--- src/rtl/bws_pkg.sv ---
package bws_pkg;
    localparam int LANES      = 4;
    localparam int BYTE_W     = 8;
    localparam int DATA_W     = LANES * BYTE_W;
    localparam int LANE_IDX_W = $clog2(LANES);

    typedef enum logic [1:0] {
        PW_32 = 2'd0,
        PW_16 = 2'd1,
        PW_8  = 2'd2
    } port_w_e;

    typedef enum logic {
        ST_IDLE = 1'b0,
        ST_BUS  = 1'b1
    } seq_st_e;

    // Index of the lowest set bit; zero for an empty mask.
    function automatic logic [LANE_IDX_W-1:0] first_lane(input logic [LANES-1:0] m);
        logic [LANE_IDX_W-1:0] r;
        r = '0;
        for (int i = LANES - 1; i >= 0; i--) begin
            if (m[i]) r = LANE_IDX_W'(i);
        end
        return r;
    endfunction
endpackage

--- src/rtl/bws_width_decode.sv ---
module bws_width_decode
    import bws_pkg::*;
(
    input  logic    port8_n,
    input  logic    port16_n,
    input  logic    suppress,
    output port_w_e width
);
    always_comb begin
        if (suppress)       width = PW_32;
        else if (!port8_n)  width = PW_8;
        else if (!port16_n) width = PW_16;
        else                width = PW_32;
    end
endmodule

--- src/rtl/bws_lane_select.sv ---
module bws_lane_select
    import bws_pkg::*;
(
    input  logic [LANES-1:0]      rem,
    input  port_w_e               width,
    output logic [LANES-1:0]      done_mask,
    output logic [LANE_IDX_W-1:0] first_idx
);
    localparam int HALF_SHIFT = 1;

    always_comb begin
        first_idx = first_lane(rem);
        for (int i = 0; i < LANES; i++) begin
            unique case (width)
                PW_8:    done_mask[i] = rem[i] && (LANE_IDX_W'(i) == first_idx);
                PW_16:   done_mask[i] = rem[i] &&
                                        ((LANE_IDX_W'(i) >> HALF_SHIFT) == (first_idx >> HALF_SHIFT));
                default: done_mask[i] = rem[i];
            endcase
        end
    end
endmodule

--- src/rtl/bws_read_merge.sv ---
module bws_read_merge
    import bws_pkg::*;
(
    input  logic [DATA_W-1:0] acc,
    input  logic [DATA_W-1:0] bus_rdata,
    input  logic [LANES-1:0]  done_mask,
    input  port_w_e           width,
    output logic [DATA_W-1:0] merged
);
    for (genvar g = 0; g < LANES; g++) begin : g_lane
        logic [BYTE_W-1:0] src;
        always_comb begin
            unique case (width)
                PW_16:   src = bus_rdata[BYTE_W*(g%2) +: BYTE_W];
                PW_8:    src = bus_rdata[BYTE_W-1:0];
                default: src = bus_rdata[BYTE_W*g +: BYTE_W];
            endcase
        end
        assign merged[BYTE_W*g +: BYTE_W] = done_mask[g] ? src : acc[BYTE_W*g +: BYTE_W];
    end
endmodule

--- src/rtl/bws_write_steer.sv ---
module bws_write_steer
    import bws_pkg::*;
(
    input  logic [DATA_W-1:0]     wdata,
    input  logic [LANE_IDX_W-1:0] first_idx,
    output logic [DATA_W-1:0]     lanes
);
    localparam int HALF_W = DATA_W / 2;

    always_comb begin
        lanes[DATA_W-1:HALF_W] = wdata[DATA_W-1:HALF_W];
        lanes[HALF_W-1:BYTE_W] = first_idx[LANE_IDX_W-1] ? wdata[DATA_W-1 -: BYTE_W]
                                                         : wdata[HALF_W-1 -: BYTE_W];
        lanes[BYTE_W-1:0]      = wdata[{first_idx, 3'b000} +: BYTE_W];
    end
endmodule

--- src/rtl/bus_width_sequencer.sv ---
module bus_width_sequencer
    import bws_pkg::*;
#(
    parameter int ADDR_W = 30
) (
    input  logic              clk,
    input  logic              rst_n,
    input  logic              req_valid,
    output logic              req_ready,
    input  logic [ADDR_W-1:0] req_addr,
    input  logic [LANES-1:0]  req_be,
    input  logic [DATA_W-1:0] req_wdata,
    input  logic              req_write,
    input  logic              req_writeback,
    output logic              cpl_valid,
    output logic [DATA_W-1:0] cpl_rdata,
    output logic              bus_start,
    output logic              bus_active,
    output logic [ADDR_W-1:0] bus_addr,
    output logic [LANES-1:0]  bus_be,
    output logic              bus_write,
    output logic [DATA_W-1:0] bus_wdata,
    input  logic [DATA_W-1:0] bus_rdata,
    input  logic              bus_ready,
    input  logic              bus_port8_n,
    input  logic              bus_port16_n
);
    typedef struct packed {
        seq_st_e           st;
        logic [ADDR_W-1:0] addr;
        logic [LANES-1:0]  rem;
        logic [DATA_W-1:0] wdata;
        logic              write;
        logic              wb;
        logic              start;
        logic [DATA_W-1:0] rdata;
        logic              done;
    } seq_t;

    seq_t seq_d, seq_q;

    port_w_e               width;
    logic [LANES-1:0]      done_mask;
    logic [LANE_IDX_W-1:0] first_idx;
    logic [DATA_W-1:0]     merged;

    bws_width_decode u_width (
        .port8_n  (bus_port8_n),
        .port16_n (bus_port16_n),
        .suppress (seq_q.wb),
        .width    (width)
    );

    bws_lane_select u_select (
        .rem       (seq_q.rem),
        .width     (width),
        .done_mask (done_mask),
        .first_idx (first_idx)
    );

    bws_read_merge u_merge (
        .acc       (seq_q.rdata),
        .bus_rdata (bus_rdata),
        .done_mask (done_mask),
        .width     (width),
        .merged    (merged)
    );

    bws_write_steer u_steer (
        .wdata     (seq_q.wdata),
        .first_idx (first_idx),
        .lanes     (bus_wdata)
    );

    always_comb begin
        seq_d       = seq_q;
        seq_d.done  = 1'b0;
        seq_d.start = 1'b0;
        unique case (seq_q.st)
            ST_IDLE: begin
                if (req_valid) begin
                    seq_d.addr  = req_addr;
                    seq_d.wdata = req_wdata;
                    seq_d.write = req_write;
                    seq_d.wb    = req_writeback;
                    seq_d.rdata = '0;
                    seq_d.rem   = req_be;
                    if (req_be == '0) begin
                        seq_d.done = 1'b1;
                    end else begin
                        seq_d.st    = ST_BUS;
                        seq_d.start = 1'b1;
                    end
                end
            end
            default: begin
                if (bus_ready) begin
                    if (!seq_q.write) seq_d.rdata = merged;
                    seq_d.rem = seq_q.rem & ~done_mask;
                    if ((seq_q.rem & ~done_mask) == '0) begin
                        seq_d.st   = ST_IDLE;
                        seq_d.done = 1'b1;
                    end else begin
                        seq_d.start = 1'b1;
                    end
                end
            end
        endcase
    end

    always_ff @(posedge clk or negedge rst_n) begin
        if (!rst_n) begin
            seq_q <= '{st: ST_IDLE, addr: '0, rem: '0, wdata: '0, write: 1'b0,
                       wb: 1'b0, start: 1'b0, rdata: '0, done: 1'b0};
        end else begin
            seq_q <= seq_d;
        end
    end

    assign req_ready  = (seq_q.st == ST_IDLE);
    assign cpl_valid  = seq_q.done;
    assign cpl_rdata  = seq_q.rdata;
    assign bus_start  = seq_q.start;
    assign bus_active = (seq_q.st == ST_BUS);
    assign bus_addr   = seq_q.addr;
    assign bus_be     = seq_q.rem;
    assign bus_write  = seq_q.write;

    AST_BE_HELD_IN_WAIT: assert property (@(posedge clk) disable iff (!rst_n)
        bus_active && !bus_start |-> $stable(bus_be) && $stable(bus_addr)) else $error("be moved");
    AST_HALF_STEP: assert property (@(posedge clk) disable iff (!rst_n)
        bus_active && bus_ready && !seq_q.wb && bus_port8_n && !bus_port16_n
        |=> !bus_active || (((bus_be & ~$past(bus_be)) == '0) && (bus_be != $past(bus_be)))) else $error("half");
    AST_BYTE_STEP: assert property (@(posedge clk) disable iff (!rst_n)
        bus_active && bus_ready && !seq_q.wb && !bus_port8_n && bus_port16_n && ($countones(bus_be) > 1)
        |=> $countones(bus_be) == $countones($past(bus_be)) - 1) else $error("byte");
    AST_BOTH_LOW_BYTE: assert property (@(posedge clk) disable iff (!rst_n)
        bus_active && bus_ready && !seq_q.wb && !bus_port8_n && !bus_port16_n && ($countones(bus_be) > 1)
        |=> $countones(bus_be) == $countones($past(bus_be)) - 1) else $error("prio");
    AST_WB_ONE_CYCLE: assert property (@(posedge clk) disable iff (!rst_n)
        bus_active && bus_ready && seq_q.wb |=> !bus_active && cpl_valid) else $error("wb");
    AST_BE_NONEMPTY: assert property (@(posedge clk) disable iff (!rst_n)
        bus_active |-> bus_be != '0) else $error("empty be");
    AST_CPL_AFTER_READY: assert property (@(posedge clk) disable iff (!rst_n)
        cpl_valid && $past(bus_active) |-> $past(bus_ready) && !bus_active && req_ready) else $error("cpl");
    AST_NEXT_CYCLE_START: assert property (@(posedge clk) disable iff (!rst_n)
        $past(bus_active && bus_ready) && bus_active |-> bus_start && $stable(bus_addr)) else $error("start");
endmodule

--- config.mk ---
export PLATFORM = sky130hd
export DESIGN_NAME = bus_width_sequencer
export DESIGN_NICKNAME = d
export VERILOG_FILES = /design/src/rtl/bws_pkg.sv /design/src/rtl/bws_width_decode.sv /design/src/rtl/bws_lane_select.sv /design/src/rtl/bws_read_merge.sv /design/src/rtl/bws_write_steer.sv /design/src/rtl/bus_width_sequencer.sv
export SDC_FILE = /design/constraint.sdc
export NUM_CORES = 1
export LEC_CHECK = 0
export BUFFER_PORTS_ARGS = -buffer_cell sky130_fd_sc_hd__buf_4
export CAP_MARGIN = 30
export CORE_UTILIZATION = 53
export DETAILED_ROUTE_END_ITERATION = 7
export PLACE_DENSITY_LB_ADDON = 0.1
export SLEW_MARGIN = 10
export SYNTH_ARGS = -nofsm -noshare
export SYNTH_HDL_FRONTEND = slang
export SYNTH_SLANG_ARGS = --single-unit
export TNS_END_PERCENT = 5
--- constraint.sdc ---
create_clock -name clk -period 2.7 [get_ports clk]
set_input_delay 0.54 -clock clk [delete_from_list [all_inputs] [get_ports clk]]
set_output_delay 0.54 -clock clk [all_outputs]
set_load 0.005 [all_outputs]
# Word level (Yosys, flattened, before mapping)
# Index checks and enable logic that the tools add are counted.
[totals]
regBits = 103
ramBits = 0
mem_count = 0
romBits = 0
latch_bits = 0
wordCells = 78
[op_classes]
mul = 0
n_eq_ne = 11
muxes = 31
reduce_logical = 20
addsub = 0
div_mod_pow = 0
magnitude_cmp = 0
shifts = 1
n_bitwise = 3
[ops]
columns = ["cell", "count"]
rows = [
  ["103-bit 2-to-1 mux", 1],
  ["34-bit 2-to-1 mux", 2],
  ["8-bit 2-to-1 mux", 7],
  ["32-bit 2-to-1 mux", 1],
  ["32-bit by 6-bit variable part select with 8-bit output", 1],
  ["8-bit case mux with 2 select lines", 1],
  ["4-bit AND reduction", 4],
  ["2-bit 2-to-1 mux", 6],
  ["1-bit logical AND", 8],
  ["4-bit zero test", 2],
  ["4-bit 2-to-1 mux", 2],
  ["2-bit by 1-bit inequality test with 1-bit output, second input constant", 4],
  ["1-bit case mux with 2 select lines", 4],
  ["1-bit 2-to-1 mux", 7],
  ["4-bit bitwise AND", 1],
  ["2-bit == test, first input constant", 2],
  ["2-bit zero test", 2],
  ["2-bit inequality test, second input constant", 2],
  ["4-bit inverter", 1],
  ["2-bit AND reduction", 2],
  ["1-bit by 2-bit == test with 1-bit output, first input constant", 1],
  ["2-bit by 1-bit == test with 1-bit output, second input constant", 1],
  ["2-bit == test, second input constant", 1],
  ["2-bit nonzero test", 1],
  ["2 further kinds", 2],
]

# Depth between registers and ports, before layout
# Gate-level depths: netlist of run 1.
[logic_depth]
ltp_word = 13
depth_mapped = 7
mapped_depth_nobuf = 4

# By module
# From an unflattened synthesis of run 1, not the netlist that was laid out.
[unflattened]
cells_unflattened = 675
area_unflattened_um2 = 5739.3
[by_module_without_submodules]
columns = ["module", "area_per_inst_um2", "n_inst", "cells_per_inst"]
rows = [
  ["bus_width_sequencer", 4531.8, 1, 516],
  ["bws_read_merge", 685.7, 1, 107],
  ["bws_write_steer", 424.2, 1, 35],
  ["bws_lane_select", 81.3, 1, 15],
  ["bws_width_decode", 16.3, 1, 2],
]

# Worst setup path after synthesis of run 1
# No wires, ideal clock.
[synth_timing]
path_kind = "reg2out"
from = "register seq_q (netlist bit bus_be[1])"
to = "output port bus_wdata[10]"
path_slack_ps = 727
required_time_ps = 2160
n_path_buf = 1
arrival_ps = 1433
path_stages_with_launch = 4
path_cell_list = "dfrtp_1 clkbuf_1 nor3_2 mux2_2"
[synth_via]
elab_chain_len = 3
[synth_lines]
columns = ["element", "line", "rtl"]
rows = [
  ["from (decl)", "bus_width_sequencer.sv:40", "seq_t seq_d, seq_q;"],
  ["from (signal assigned)", "bus_width_sequencer.sv:113", "seq_q <= '{st: ST_IDLE, addr: '0, rem: '0, wdata: '0, write: 1'b0,"],
  ["from (signal assigned)", "bus_width_sequencer.sv:116", "seq_q <= seq_d;"],
  ["2-bit 2-to-1 mux (2 in a row)", "bws_pkg.sv:23", "if (m[i]) r = LANE_IDX_W'(i);"],
  ["8-bit 2-to-1 mux", "bws_write_steer.sv:12", "lanes[HALF_W-1:BYTE_W] = first_idx[LANE_IDX_W-1] ? wdata[DATA_W-1 -: BYTE_W]"],
  ["to (decl)", "bus_width_sequencer.sv:22", "output logic [DATA_W-1:0] bus_wdata,"],
]
# No other way between the ends.

# Final worst setup path of run 1
[layout_timing]
from = "register seq_q (netlist bit bus_be[3])"
to = "output port bus_wdata[12]"
[layout_via]
elab_chain_len = 5
[layout_lines]
columns = ["element", "line"]
rows = [
  ["2-bit 2-to-1 mux (4 in a row)", "bws_pkg.sv:23"],
  ["8-bit 2-to-1 mux", "bws_write_steer.sv:12"],
]
# No other way between the ends.

==> results.ini, run 1 <==
[outcome]
status = finished clean

[detailed_routing]
routed.top_layer = met4
met3_length_mm = 1.15
antenna_left = 0
vias = 4662
wl_met1_mm = 5.97
first_iter_violations = 311
wl_per_cell_um = 16.3
met2_length_mm = 6.91
drc = 0
viasPerCell = 5.29
drtPass1Iterations = 5
drt_wl_total_mm = 14.3

[critical_path]
critical_path.max_fanout = 17
timing.critical_path.buf_inv = 2
crit_type = reg2out
crit_chain = nor2_1 -> nor3_2 -> buf_4 -> mux2_2 -> buf_4
path_delay_family = flip-flops
startpoint = bus_be[3]
crit_top_cell = buf_4
r2r_slack_ns = 0.61
rr_worst_depth = 4
crit_required_ns = 2.16
slowest_stage = dfrtp_1
slowest_delay_ns = 0.69
regToRegEndpoint = cpl_rdata[30]
critPathCaptureType = output port
r2r_start = bus_be[3]
crit_arrival_ns = 2.01
worst_setup_path_start_kind = flop

[floorplan]
core_area_um2 = 9910
die_w_um = 104
die-area_um2 = 10800
fp-row-count = 36
start_util = 0.555
die_y_um = 104
pin_count = 209

[sta]
finalHoldViolCount = 0
rsz0062_at_grt = no
max_slew.worst_pin.slew_ns = 0.741
fmax_mhz = 392
finalSetupViolCount = 0
maxSlewHeadroom = 0.506
hold_ws_ns = 0.117
finClkSkew_ns = 0.00838
maxSlewViolCount = 0
finalSetupTns_ns = 0
worst_slack_ns = 0.151
fin_crit_ns = 2.55
fin_crit_sh = 0.944

[pwr]
pwr-share-seq = 0.413
power_switching_w = 0.00229
peakVddDrop_uv = 475
p_clk_frac = 0.156
p_per_area_nw_per_um2 = 925
internal_power_w = 0.00395
switching_share = 0.367
p_comb_frac = 0.431
leakage_nw = 3.56

[min_path]
hp-class = in2async

[clock_network]
ctsHoldBuffers = 0
cts-root-buf = clkbuf_8
cts_buffers = 9
cts_setup_buffers = 0
path_clk_slew_ns = 0.10
clock_path_buffers = 2
htreeDepth = 3
cts_resized = 0
clkSinkCount = 103
cts_tree = yes
clk_latency_ns = 0.36

[synthesis]
ys_seq_elements = 103
netlist_area_um2 = 5500
syn_inst = 633
yosys_warnings = 0
yosysSeqAreaShare = 0.469
synthFlopType = dfrtp_1
async_reset_ff_frac = 1.00
syn_nets = 739
synth-edff-count = 0
ys_types = 41
syn_area_per_cell_um2 = 8.69

[finish]
drive_above_1_share = 0.364
n_antenna_cell = 0
layout.nets = 849
fin_util = 0.681
syn2layout_area_growth_pct = 22.7

[grt]
grt_antenna_before_repair = 0
grt_first_pass_wirelength_mm = 23.1
grt_max_degree = 52
grt-ovfl-total = 0
grt_pass1_vias = 4548
grt.total_usage = 0.271

[place]
pre_cts_slack_ns = 0.572
place.port_buffers = 208
dp_hpwl_mm = 10.5
place_congestion = 0.861

[flow_run]
drv_cap = 0

-- cells by family (layout without fill, tap and decap cells) --
group                      after synthesis  in the layout  synth area share
and+or+nand+nor                        283            283             0.208
buffers and inverters                  120            235             0.144
adders and majority gates                1              1           0.00182
muxes                                   24             24            0.0473
AOI/OAI and AO/OA                      102            102             0.131
DFF                                    103            103             0.469
-- metal layers --
layer,global-route usage,up-vias
li1,-,2213
met1,0.351,2213
met2,0.444,212
met3,0.0614,24
met4,0.100,0
met5,0,-
-- power groups by stage --
stage | Clock [W] | Combinational [W] | Sequential (W)
6_report | 0.000971 | 0.00269 | 0.00258
3_3_place_gp | 0 | 0.00264 | 0.00258
4_1_cts | 0.000998 | 0.00271 | 0.00257
2_1_floorplan | 0 | 0.00199 | 0.00237
5_1_grt | 0.00105 | 0.00297 | 0.00264
3_5_place_dp | 0 | 0.00270 | 0.00260
-- placed cells by master, fill, tap and decap left out, types with 3 or more instances in the layout --
| cell | netlist | layout |
|---|---|---|
| clkbuf_8 | 0 | 9 |
| nor2_1 | 4 | 4 |
| buf_4 | 85 | 215 |
| a22o_2 | 8 | 8 |
| mux2i_1 | 8 | 8 |
| dfrtp_1 | 103 | 103 |
| mux2_2 | 16 | 16 |
| o21ai_0 | 18 | 18 |
| or2_2 | 3 | 3 |
| nand3b_1 | 9 | 9 |
| o31ai_1 | 9 | 9 |
| nand2_1 | 255 | 255 |
| a22o_1 | 10 | 10 |
| clkinv_4 | 0 | 3 |
| o2bb2ai_1 | 9 | 9 |
| a21oi_1 | 34 | 34 |
-- how the worst max path moves through the flow --
stage | to | cells after the start | slack, ns
floorplan | bus_wdata[10] | 3 | 0.73
global placement | bus_wdata[7] | 6 | 0.64
detailed placement | bus_wdata[7] | 6 | 0.57
CTS | bus_wdata[7] | 6 | 0.14
global route | bus_wdata[7] | 6 | 0.008
finish | bus_wdata[12] | 5 | 0.15
-- state kept, by name, summed over array words and instances, names as in the netlist --
register    cells
bus_start       1
bus_active      1
bus_be          4
bus_addr       30
cpl_valid       1
seq_q          33
cpl_rdata      32
bus_write       1
-- metrics by stage --
step	cells	cell area (µm²)	power (W)
2_1_floorplan	633	5500	0.00437
3_3_place_gp	865	6550	0.00521
6_report	881	6750	0.00624
3_5_place_dp	865	6550	0.00529
5_1_grt	881	6750	0.00666
4_1_cts	881	6750	0.00628
-- cell type report --
class / instances / area (µm²)
Multi-Input combinational cell: 410 / 2140
Inverter: 2 / 7.51
Timing Repair Buffer: 217 / 1650
Clock inverter: 7 / 73.8
Fill cell: 851 / 3160
Clock buffer: 9 / 124
Sequential cell: 103 / 2580
Tap cell: 133 / 166
-- synth_stat cells, drive strengths merged (2+ instances only) --
| master | n | area [µm²] |
|---|---|---|
| nor3 | 3 | 20.0 |
| o2bb2ai | 9 | 78.8 |
| o22ai | 3 | 45.0 |
| a22o | 18 | 168 |
| nand2b | 2 | 12.5 |
| inv | 2 | 7.51 |
| mux2i | 8 | 80.1 |
| mux2 | 16 | 180 |
| nand3b | 9 | 67.6 |
| dfrtp | 103 | 2580 |
| nand2 | 255 | 957 |
| o31a | 2 | 17.5 |
| buf | 96 | 699 |
| nor2 | 5 | 21.3 |
| a21oi | 35 | 179 |
| o31ai | 9 | 67.6 |
| or2 | 3 | 18.8 |
| clkbuf | 22 | 82.6 |
| o21ai | 19 | 98.9 |
Power figures use the tool's default switching activity.
==> run 2: changes to the inputs <==
Settings changed: CORE_UTILIZATION 53 to 55, CTS_BUF_LIST from default to sky130_fd_sc_hd__clkbuf_8, PLACE_DENSITY from default to 0.92, PLACE_DENSITY_LB_ADDON 0.1 to default, SYNTH_HIERARCHICAL from default to 1.
==> run 2 against run 1 <==
Compared with the run above: via count increased by 6.0%; non-clock buffer count increased by 3; synthesized cell count rose by 6.6%; register-to-register slack got worse by 0.56 ns; setup slack worse by 0.099 ns; total power rose by 21%; clock-buffer cell count unchanged; sequential power grew 7%; global-route usage is 0.59 points higher; routed wire length rose by 3.3%; combinational power up 41%; first-iteration DRC count increased by 12%; critical endpoint is now cpl_rdata[29].
==> results.ini, run 2 <==
[finish]
design_area_um2 = 6960  ; +3.2%
layout.nets = 891  ; +4.9%
n_antenna_cell = 0  ; unchanged
largest_reg_flops = 33  ; unchanged
largest-register = seq_q
drive_above_1_share = 0.340  ; -0.0239
final_common_cell = nand2_1
syn2layout_area_growth_pct = 21.3
final_cell_mix = 277 x nand2_1, 216 x buf_4, 103 x dfrtp_1

[clock_network]
cts_tree = yes
cts_resized = 0  ; unchanged
cts_setup_buffers = 0  ; unchanged
clock_path_buffers = 2  ; unchanged
cts_buffers = 9  ; unchanged
ctsHoldBuffers = 0  ; unchanged
clkSinkCount = 103  ; unchanged
path_clk_slew_ns = 0.10  ; about the same
cts-root-buf = clkbuf_8
clk_latency_ns = 0.36  ; about the same
htreeDepth = 3  ; unchanged

[synthesis]
yosysSeqAreaShare = 0.449  ; -0.0196
netlist.area_leader.share = 0.449  ; -0.0196
async_reset_ff_frac = 1.00  ; unchanged
synthFlopType = dfrtp_1
syn_inst = 675  ; +6.6%
syn_area_per_cell_um2 = 8.50  ; -2.1%
synth_area_leaders = dfrtp_1 45%, nand2_1 18%, buf_4 12%
ys_seq_elements = 103  ; unchanged
post-synth-top-count-cell = nand2_1
yosysTopAreaCell = dfrtp_1
syn_nets = 785  ; +6.2%
ys_types = 33  ; -20%
yosys_warnings = 6  ; +6
netlist_area_um2 = 5740  ; +4.4%
synthTopCellsByCount = 277 x nand2_1, 103 x dfrtp_1, 88 x buf_4
synth-edff-count = 0  ; unchanged

[sta]
max_slew.worst_pin.slew_ns = 0.635  ; -0.106 ns
worst_slack_ns = 0.0524  ; -0.0985 ns
fin_crit_ns = 2.65  ; +0.0985 ns
finalSetupTns_ns = 0  ; unchanged
maxSlewViolCount = 0  ; unchanged
finalSetupViolCount = 0  ; unchanged
rsz0062_at_grt = no
fin_crit_sh = 0.981  ; +0.0365
finClkSkew_ns = 0.0128  ; +0.00443 ns
fmax_mhz = 378  ; -3.7%
maxSlewHeadroom = 0.576  ; +0.0701
finalHoldViolCount = 0  ; unchanged

[floorplan]
die-area_um2 = 10800  ; +0.56%
die_w_um = 104  ; +0.28%
fp-row-count = 36  ; unchanged
die_y_um = 104  ; +0.28%
start_util = 0.577  ; +0.0216
core_area_um2 = 9950  ; +0.45%
pin_count = 209  ; unchanged

[grt]
grt_busiest_layer = met2
grt_max_degree = 59  ; +13%
use_met1 = 0.333  ; -0.0180
grt_pass1_vias = 4776  ; +5.0%
grt-ovfl-total = 0  ; unchanged
grt_first_pass_wirelength_mm = 23.7  ; +2.6%
grt_util_met3 = 0.0708  ; +0.00940
met2_usage = 0.467  ; +0.0229
grt_antenna_before_repair = 0  ; unchanged
grt.total_usage = 0.276  ; +0.00588

[critical_path]
slowest_delay_ns = 0.59  ; -0.10 ns
timing.critical_path.buf_inv = 2  ; unchanged
crit_chain = nor2_1 -> inv_1 -> ha_1 -> inv_1 -> a21boi_1 -> nor2b_1 -> a31oi_1 -> nand2_1 -> o21ai_0
crit_top_cell = inv_1
crit_required_ns = 2.92  ; +0.76 ns
crit_arrival_ns = 2.87  ; +0.86 ns
path_delay_family = simple AND/OR/NAND/NOR gates
regToRegEndpoint = cpl_rdata[29]
worstSetupEndpoint = cpl_rdata[29]
critPathCaptureType = flop
crit_type = reg2reg
r2r_slack_ns = 0.05  ; -0.56 ns
critical_path.max_fanout = 8  ; -9
startpoint = seq_q[34]
cp_num_cells = 9  ; +4
slowest_stage = nor2b_1
rr_worst_depth = 9  ; +5
worst_setup_path_start_kind = flop
r2r_start = seq_q[34]

[pwr]
internal_power_w = 0.00465  ; +18%
switching_share = 0.384  ; +0.0178
p_per_area_nw_per_um2 = 1080  ; +17%
power_switching_w = 0.00290  ; +27%
peakVddDrop_uv = 506  ; +6.6%
p_clk_frac = 0.132  ; -0.024
p_comb_frac = 0.502  ; +0.071
leakage_nw = 3.66  ; +2.9%
pwr-share-seq = 0.366  ; -0.047

[place]
dp_hpwl_mm = 10.7  ; +2.2%
pre_cts_slack_ns = 0.0815  ; -0.491 ns
post_dp_cell_area_um2 = 6760  ; +3.3%
place_congestion = 0.881  ; +2.3%
place.port_buffers = 208  ; unchanged

[outcome]
status = finished clean

[detailed_routing]
first_iter_violations = 348  ; +12%
antenna_left = 0  ; unchanged
viasPerCell = 5.38  ; +1.6%
drt_wl_total_mm = 14.8  ; +3.3%
drtPass1Iterations = 6  ; +1
drc = 0  ; unchanged
wl_per_cell_um = 16.1  ; -0.95%
vias = 4942  ; +6.0%

[flow_run]
drv_cap = 0  ; unchanged

[min_path]
hp-class = in2async

[run 2: cell count changes in the layout (fill, tap and decap cells not counted), sizes merged, moves of 5 or more]
cell     previous run  this run
o31ai               9         0
mux4                0         8
nand3b              9         1
inv                 2        10
a31oi               0         8
mux2i               8        20
o2bb2ai             9         0
o21ai              19        38
a21oi              35        17
o22ai               3         8
nor2                5        23
a22o               18         0
nand2             255       278
[run 2: power groups by stage]
| stage | registers, W | logic (W) | clock network [W] |
|---|---|---|---|
| 5_1_grt | 0.00284 | 0.00414 | 0.00108 |
| 2_1_floorplan | 0.00258 | 0.00281 | 0 |
| 4_1_cts | 0.00275 | 0.00379 | 0.00102 |
| 3_3_place_gp | 0.00272 | 0.00360 | 0 |
| 6_report | 0.00276 | 0.00379 | 0.000996 |
| 3_5_place_dp | 0.00277 | 0.00376 | 0 |
[run 2: worst min path at each step]
| stage | endpoint | slack (ns) | cells after the start |
|---|---|---|---|
| finish | cpl_rdata[18] | 0.15 | 1 |
| global route | cpl_rdata[18] | 0.17 | 1 |
| CTS | cpl_rdata[17] | 0.16 | 1 |
| detailed placement | seq_q[43] | 0.46 | 2 |
| global placement | seq_q[37] | 0.45 | 2 |
| floorplan | bus_active | 0.24 | 0 |
[run 2: metrics by stage]
step                      total power [W]  utilization  instances  hold slack [ns]
after floorplan                   0.00539            -        675            0.244
after global placement            0.00632        0.679        903            0.455
after detailed placement          0.00653        0.679        903            0.465
after CTS                         0.00757        0.700        919            0.163
after global routing              0.00807        0.700        919            0.171
final                             0.00755        0.700        919            0.150
[run 2: cell families after synthesis]
kind of cell	synth area share
and+or+nand+nor	0.216
DFF	0.449
muxes	0.0977
buffers and inverters	0.155
adders and majority gates	0.00872
AOI/OAI and AO/OA	0.0743
[run 2: metal layers]
metal	up-vias	wire [µm]
li1	2295	-
met1	2328	5640
met2	272	7540
met3	47	1120
met4	0	523
met5	-	0
[run 2: final cells by class]
cell class                 count  area (µm²)
fill                         722        2990
clock buffer                   9         124
tap                          133         166
inverter                       7        26.3
multi-input combinational    440        2290
sequential                   103        2580
timing repair buffer         220        1700
clock inverter                 7        77.6
